[src/rtl/uart_tx_pkg.sv]
package uart_tx_pkg;
  localparam int unsigned TX_DEPTH = 64;
  localparam int unsigned TX_DW    = 8;

  typedef enum logic {
    THR_HALF  = 1'b0,
    THR_EMPTY = 1'b1
  } thr_sel_e;
endpackage

[src/rtl/uart_tx_store.sv]
module uart_tx_store #(
  parameter int unsigned DEPTH = 64,
  parameter int unsigned DW    = 8,
  localparam int unsigned AW   = $clog2(DEPTH),
  localparam int unsigned CW   = AW + 1
) (
  input  logic          clk_i,
  input  logic          rst_ni,
  input  logic          fifo_en_i,
  input  logic          flush_i,
  input  logic          wr_i,
  input  logic [DW-1:0] wr_data_i,
  input  logic          rd_i,
  output logic [DW-1:0] head_o,
  output logic          avail_o,
  output logic          push_o,
  output logic          pop_o,
  output logic [CW-1:0] cnt_o,
  output logic [CW-1:0] cnt_nxt_o
);
  logic [DW-1:0] mem_q [DEPTH];
  logic [AW-1:0] wr_ptr_q, rd_ptr_q;
  logic [CW-1:0] cnt_q, cap;

  assign cap     = fifo_en_i ? CW'(DEPTH) : CW'(1);
  assign avail_o = (cnt_q != '0);
  assign pop_o   = rd_i && avail_o && !flush_i;
  // a pop frees a slot in the same cycle
  assign push_o  = wr_i && !flush_i && ((cnt_q < cap) || pop_o);
  assign head_o  = mem_q[rd_ptr_q];

  always_comb begin
    if (flush_i) cnt_nxt_o = '0;
    else         cnt_nxt_o = cnt_q + CW'(push_o) - CW'(pop_o);
  end

  always_ff @(posedge clk_i or negedge rst_ni) begin
    if (!rst_ni) begin
      wr_ptr_q <= '0;
      rd_ptr_q <= '0;
      cnt_q    <= '0;
    end else begin
      cnt_q <= cnt_nxt_o;
      if (flush_i) begin
        wr_ptr_q <= '0;
        rd_ptr_q <= '0;
      end else begin
        if (push_o) wr_ptr_q <= wr_ptr_q + AW'(1);
        if (pop_o)  rd_ptr_q <= rd_ptr_q + AW'(1);
      end
    end
  end

  always_ff @(posedge clk_i) begin
    if (push_o) mem_q[wr_ptr_q] <= wr_data_i;
  end

  assign cnt_o = cnt_q;
endmodule

[src/rtl/uart_tx_req_gen.sv]
module uart_tx_req_gen
  import uart_tx_pkg::*;
#(
  parameter int unsigned DEPTH = 64,
  localparam int unsigned CW   = $clog2(DEPTH) + 1,
  localparam int unsigned HALF = DEPTH / 2
) (
  input  logic          clk_i,
  input  logic          rst_ni,
  input  logic          fifo_en_i,
  input  thr_sel_e      thr_sel_i,
  input  logic          flush_i,
  input  logic          push_i,
  input  logic          pop_i,
  input  logic [CW-1:0] cnt_nxt_i,
  output logic          req_o
);
  logic req_q, req_d;

  always_comb begin
    if (fifo_en_i) begin
      unique case (thr_sel_i)
        THR_EMPTY: req_d = (cnt_nxt_i == '0);
        default:   req_d = (cnt_nxt_i <= CW'(HALF));
      endcase
    end else if (flush_i) begin
      req_d = 1'b1;
    end else if (push_i) begin
      req_d = 1'b0;
    end else if (pop_i) begin
      req_d = 1'b1;
    end else begin
      req_d = req_q;
    end
  end

  always_ff @(posedge clk_i or negedge rst_ni) begin
    if (!rst_ni) req_q <= 1'b1;
    else         req_q <= req_d;
  end

  assign req_o = req_q;
endmodule

[src/rtl/uart_tx_sr_track.sv]
module uart_tx_sr_track (
  input  logic clk_i,
  input  logic rst_ni,
  input  logic load_i,
  input  logic done_i,
  output logic busy_o
);
  logic busy_q;

  always_ff @(posedge clk_i or negedge rst_ni) begin
    if (!rst_ni)     busy_q <= 1'b0;
    else if (load_i) busy_q <= 1'b1;
    else if (done_i) busy_q <= 1'b0;
  end

  assign busy_o = busy_q;
endmodule

[src/rtl/uart_tx_req.sv]
module uart_tx_req
  import uart_tx_pkg::*;
#(
  parameter int unsigned DEPTH = TX_DEPTH,
  parameter int unsigned DW    = TX_DW,
  localparam int unsigned CW   = $clog2(DEPTH) + 1
) (
  input  logic          clk_i,
  input  logic          rst_ni,
  input  logic          fifo_en_i,
  input  logic          thr_empty_i,
  input  logic          fifo_rst_i,
  input  logic          wr_i,
  input  logic [DW-1:0] wr_data_i,
  input  logic          sr_ld_i,
  input  logic          sr_done_i,
  input  logic          irq_en_i,
  input  logic          dma_en_i,
  output logic [DW-1:0] sr_data_o,
  output logic          sr_avail_o,
  output logic          data_req_o,
  output logic          tx_empty_o,
  output logic          irq_o,
  output logic          dma_req_o
);
  logic          push, pop, sr_busy;
  logic [CW-1:0] cnt, cnt_nxt;
  thr_sel_e      thr_sel;

  assign thr_sel = thr_sel_e'(thr_empty_i);

  uart_tx_store #(.DEPTH(DEPTH), .DW(DW)) i_store (
    .clk_i     (clk_i),
    .rst_ni    (rst_ni),
    .fifo_en_i (fifo_en_i),
    .flush_i   (fifo_rst_i),
    .wr_i      (wr_i),
    .wr_data_i (wr_data_i),
    .rd_i      (sr_ld_i),
    .head_o    (sr_data_o),
    .avail_o   (sr_avail_o),
    .push_o    (push),
    .pop_o     (pop),
    .cnt_o     (cnt),
    .cnt_nxt_o (cnt_nxt)
  );

  uart_tx_req_gen #(.DEPTH(DEPTH)) i_req_gen (
    .clk_i     (clk_i),
    .rst_ni    (rst_ni),
    .fifo_en_i (fifo_en_i),
    .thr_sel_i (thr_sel),
    .flush_i   (fifo_rst_i),
    .push_i    (push),
    .pop_i     (pop),
    .cnt_nxt_i (cnt_nxt),
    .req_o     (data_req_o)
  );

  uart_tx_sr_track i_sr_track (
    .clk_i  (clk_i),
    .rst_ni (rst_ni),
    .load_i (pop),
    .done_i (sr_done_i),
    .busy_o (sr_busy)
  );

  assign tx_empty_o = !sr_avail_o && !sr_busy;
  assign irq_o      = data_req_o && irq_en_i;
  assign dma_req_o  = data_req_o && dma_en_i && fifo_en_i;
endmodule

[config.mk]
export PLATFORM = sky130hd
export DESIGN_NAME = uart_tx_req
export DESIGN_NICKNAME = d
export VERILOG_FILES = /design/src/rtl/uart_tx_pkg.sv /design/src/rtl/uart_tx_store.sv /design/src/rtl/uart_tx_req_gen.sv /design/src/rtl/uart_tx_sr_track.sv /design/src/rtl/uart_tx_req.sv
export SDC_FILE = /design/constraint.sdc
export NUM_CORES = 1
export LEC_CHECK = 0
export BUFFER_PORTS_ARGS = -buffer_cell sky130_fd_sc_hd__buf_2
export CAP_MARGIN = 0
export CORE_MARGIN = 5
export CORE_UTILIZATION = 31
export DETAILED_ROUTE_END_ITERATION = 10
export PLACE_DENSITY = 0.55
export SLEW_MARGIN = 0
export SYNTH_ARGS = -nofsm -noshare
export SYNTH_HDL_FRONTEND = slang
export SYNTH_SLANG_ARGS = --single-unit
[constraint.sdc]
create_clock -name clk_i -period 10.4 [get_ports clk_i]
set_input_delay 1.04 -clock clk_i [delete_from_list [all_inputs] [get_ports clk_i]]
set_output_delay 1.04 -clock clk_i [all_outputs]
set_load 0.03 [all_outputs]
==> impl_metrics.yaml <==
run_status:
  status: "complete, no violations"
finish:
  drive_above_1_share_pct: 18.7
  area_delta_synth_final_pct: 12.4
  diodes: 0
  final_nets: 1192
  nFillCells: 6278
  stdcell_count: 2068
worst_setup_path:
  r2r-end: "i_req_gen.req_o$_DFFE_PN1P_"
  reg2reg_from: "i_store.cnt_o[3]$_DFF_PN0_"
  startpoint: "i_store.rd_ptr_q[0]$_DFFE_PN0P_"
  rr_worst_depth: 16
  crit_path_start_kind: "flop"
  cp.required_ns: 9.36
  crit_end: "sr_data_o[7]"
  crit_chain: "buf_4 -> mux4_2 -> and2_0 -> o311ai_0 -> a31oi_1 -> buf_2"
  critPathMaxStageDelay_ns: 1.00
  criticalPathCategory: "flop to output pin"
  rrSetupSlack_ns: 6.24
  crit_fanout: 48
  arrival_ns: 4.23
  end_kind: "output pin"
  cp_slowest_cell: "dfrtp_4"
grt:
  grt_pass1_vias: 10800
  grt-ovfl-total: 0
  grtUsageTotal_pct: 13.1
  grt_max_degree: 111
  grt_pass1_wl_um: 72500
  antenna_found_initial: 1
clock_tree:
  insertion_delay_ns: 0.60
  clkTransAtPathRegs_ns: 0.06
  h-tree-depth: 2
  cts_root_buf: "clkbuf_16"
  cts_tree: "yes"
  cts_hold_buffers: 0
  cts_setup_buffers: 0
  cts-resized-gates: 0
  clockBufferDepth: 3
  numCtsBuffers: 52
  cts_sinks: 533
yosys:
  synth-edff-count: 512
  yosys.cell_types.count: 55
  ys.warnings.count: 0
  synthTopCellsByCount: "512 x edfxtp_1, 96 x mux4_2, 84 x nor2_1"
  yosysMostFrequentCell: "edfxtp_1"
  synth_top_area_share_pct: 72.6
  syn_avg_cell_area_um2: 18.8
  netlist_area_um2: 21200
  ys.flop_type: "edfxtp_1"
  async_flop_share_pct: 3.94
  syn_inst: 1127
  ys_ff_latch: 533
  ys_seq_area_share_pct: 75.1
  syn_nets: 1161
  netlist_top_cells_area: "edfxtp_1 73%, mux4_2 10%, mux2i_1 3.1%"
  yosysTopAreaCell: "edfxtp_1"
floorplan:
  rows: 95
  io_pins: 31
  die_x_um: 271
  core_area_um2: 67500
  die_height_um: 271
  start_util_pct: 31.4
  dieArea_um2: 73700
sta:
  worstMarginPinSlew_ns: 1.23
  setup_violations: 0
  fin_crit_ns: 5.27
  slew_headroom_pct: 17.8
  hold_viol: 0
  post-route-period-util_pct: 50.7
  slew_viol_final: 0
  grt_setup_unrepaired: "no"
  skew_ns: 0.0256
  setup_tns_ns: 0
  fmax_ghz: 0.190
power:
  p_per_area_nw_per_um2: 217
  peakVddDrop_v: 0.000137
  leakage_nw: 7.16
placement:
  numPortBuffers: 30
  gp_congestion: 0.793
  dp_hpwl_um: 29700
  place_inst: 1977
detailed_routing:
  dr.pass1.iters: 5
  drc_errors: 0
  drtAntennaViolNets: 0
  vias: 10600
  post_drt_wl_per_cell_um: 23.6
  wl_um: 48800
  via_per_inst: 5.12
  drt_iter0_markers: 967
job:
  cap_violations: 0
min_path:
  hold_path_class: "input pin to asynchronous set/reset pin"
## final cells by class
type | instances | area (um2) | area share (%)
clock buffers | 70 | 1380 | 5.79
clock inverters | 21 | 181 | 0.762
inverters | 16 | 60.1 | 0.252
multi-input cells | 513 | 4950 | 20.8
flip-flops and latches | 533 | 15900 | 66.8
well taps | 873 | 1090 | 4.59
repair buffers | 42 | 253 | 1.06
## layout by cell type (no fill, tap or decap), types with 7 or more instances in the layout
| master | count |
|---|---|
| nand4_1 | 9 |
| clkinv_1 | 11 |
| buf_2 | 30 |
| nand3_1 | 11 |
| inv_1 | 15 |
| nor2_1 | 84 |
| nand2_1 | 39 |
| o21ai_0 | 10 |
| nor2_2 | 7 |
| o22ai_1 | 26 |
| a22oi_1 | 24 |
| ha_1 | 15 |
| clkbuf_1 | 17 |
| and2_0 | 7 |
| a31oi_1 | 15 |
| dfrtp_1 | 18 |
| mux2i_1 | 66 |
| buf_4 | 11 |
| mux4_2 | 96 |
| a21oi_1 | 15 |
| clkbuf_16 | 52 |
| xnor2_1 | 10 |
| edfxtp_1 | 512 |
## per-layer routing
layer / vias to the layer above / wire length [um] / GRT usage [%]
met1: 5536 / 21300 / 18.1
met2: 365 / 22800 / 20.5
li1: 4613 / - / -
met4: 0 / 1340 / 4.13
met3: 78 / 3420 / 3.32
met5: - / 0 / 0
## metrics by stage
step | utilization (%) | hold slack [ns] | power, mW | setup WS [ns] | cell area (um2)
floorplan | - | 0.508 | 3.16 | 6.23 | 21200
global route | 35.3 | 0.472 | 5.39 | 4.77 | 23800
detailed placement | 33.0 | 0.536 | 3.46 | 5.66 | 22300
finish | 35.3 | 0.442 | 5.17 | 5.13 | 23800
global placement | 33.0 | 0.531 | 3.46 | 5.75 | 22300
CTS | 35.3 | 0.423 | 5.23 | 5.01 | 23800
## where the power goes
| group | internal [mW] | leakage (nW) | switching (mW) | total [mW] |
|---|---|---|---|---|
| registers | 2.38 | 4.88 | 0.0726 | 2.46 |
| logic | 0.410 | 1.52 | 0.532 | 0.942 |
| clock network | 0.999 | 0.759 | 0.773 | 1.77 |
| total | 3.79 | 7.16 | 1.38 | 5.17 |
## flip-flops by register name, summed over array words and instances, names as in the netlist
name	cells
i_req_gen.req_o	1
i_store.mem_q	512
i_store.cnt_o	7
i_store.rd_ptr_q	6
i_sr_track.busy_o	1
i_store.wr_ptr_q	6
## how the worst min path moves through the flow
| stage | to | slack, ns | cells after the start |
|---|---|---|---|
| after floorplan | i_sr_track.busy_o$_DFFE_PN0P_ | 0.51 | 2 |
| final | i_store.rd_ptr_q[5]$_DFFE_PN0P_ | 0.44 | 1 |
| after global placement | i_sr_track.busy_o$_DFFE_PN0P_ | 0.53 | 2 |
| after CTS | i_store.rd_ptr_q[5]$_DFFE_PN0P_ | 0.42 | 1 |
| after global routing | i_sr_track.busy_o$_DFFE_PN0P_ | 0.47 | 1 |
| after detailed placement | i_sr_track.busy_o$_DFFE_PN0P_ | 0.54 | 2 |
## worst max-delay path: cells and delay by family, from the launching register on
kind	cells	cell delay (ns)
buf+inv	2	1.08
simple gates	1	0.18
flops	1	1.00
compound gates	2	0.65
mux	1	0.65
## cell families after synthesis
family	synth area share, %
AND/OR/NAND/NOR	4.61
adder cells (fa/ha/maj)	0.980
multiplexers	13.3
AO/OA/AOI/OAI	3.85
XOR/XNOR	0.579
flip-flops	75.1
buffers and inverters	1.60
No activity file was read; power rests on OpenSTA's default activity.
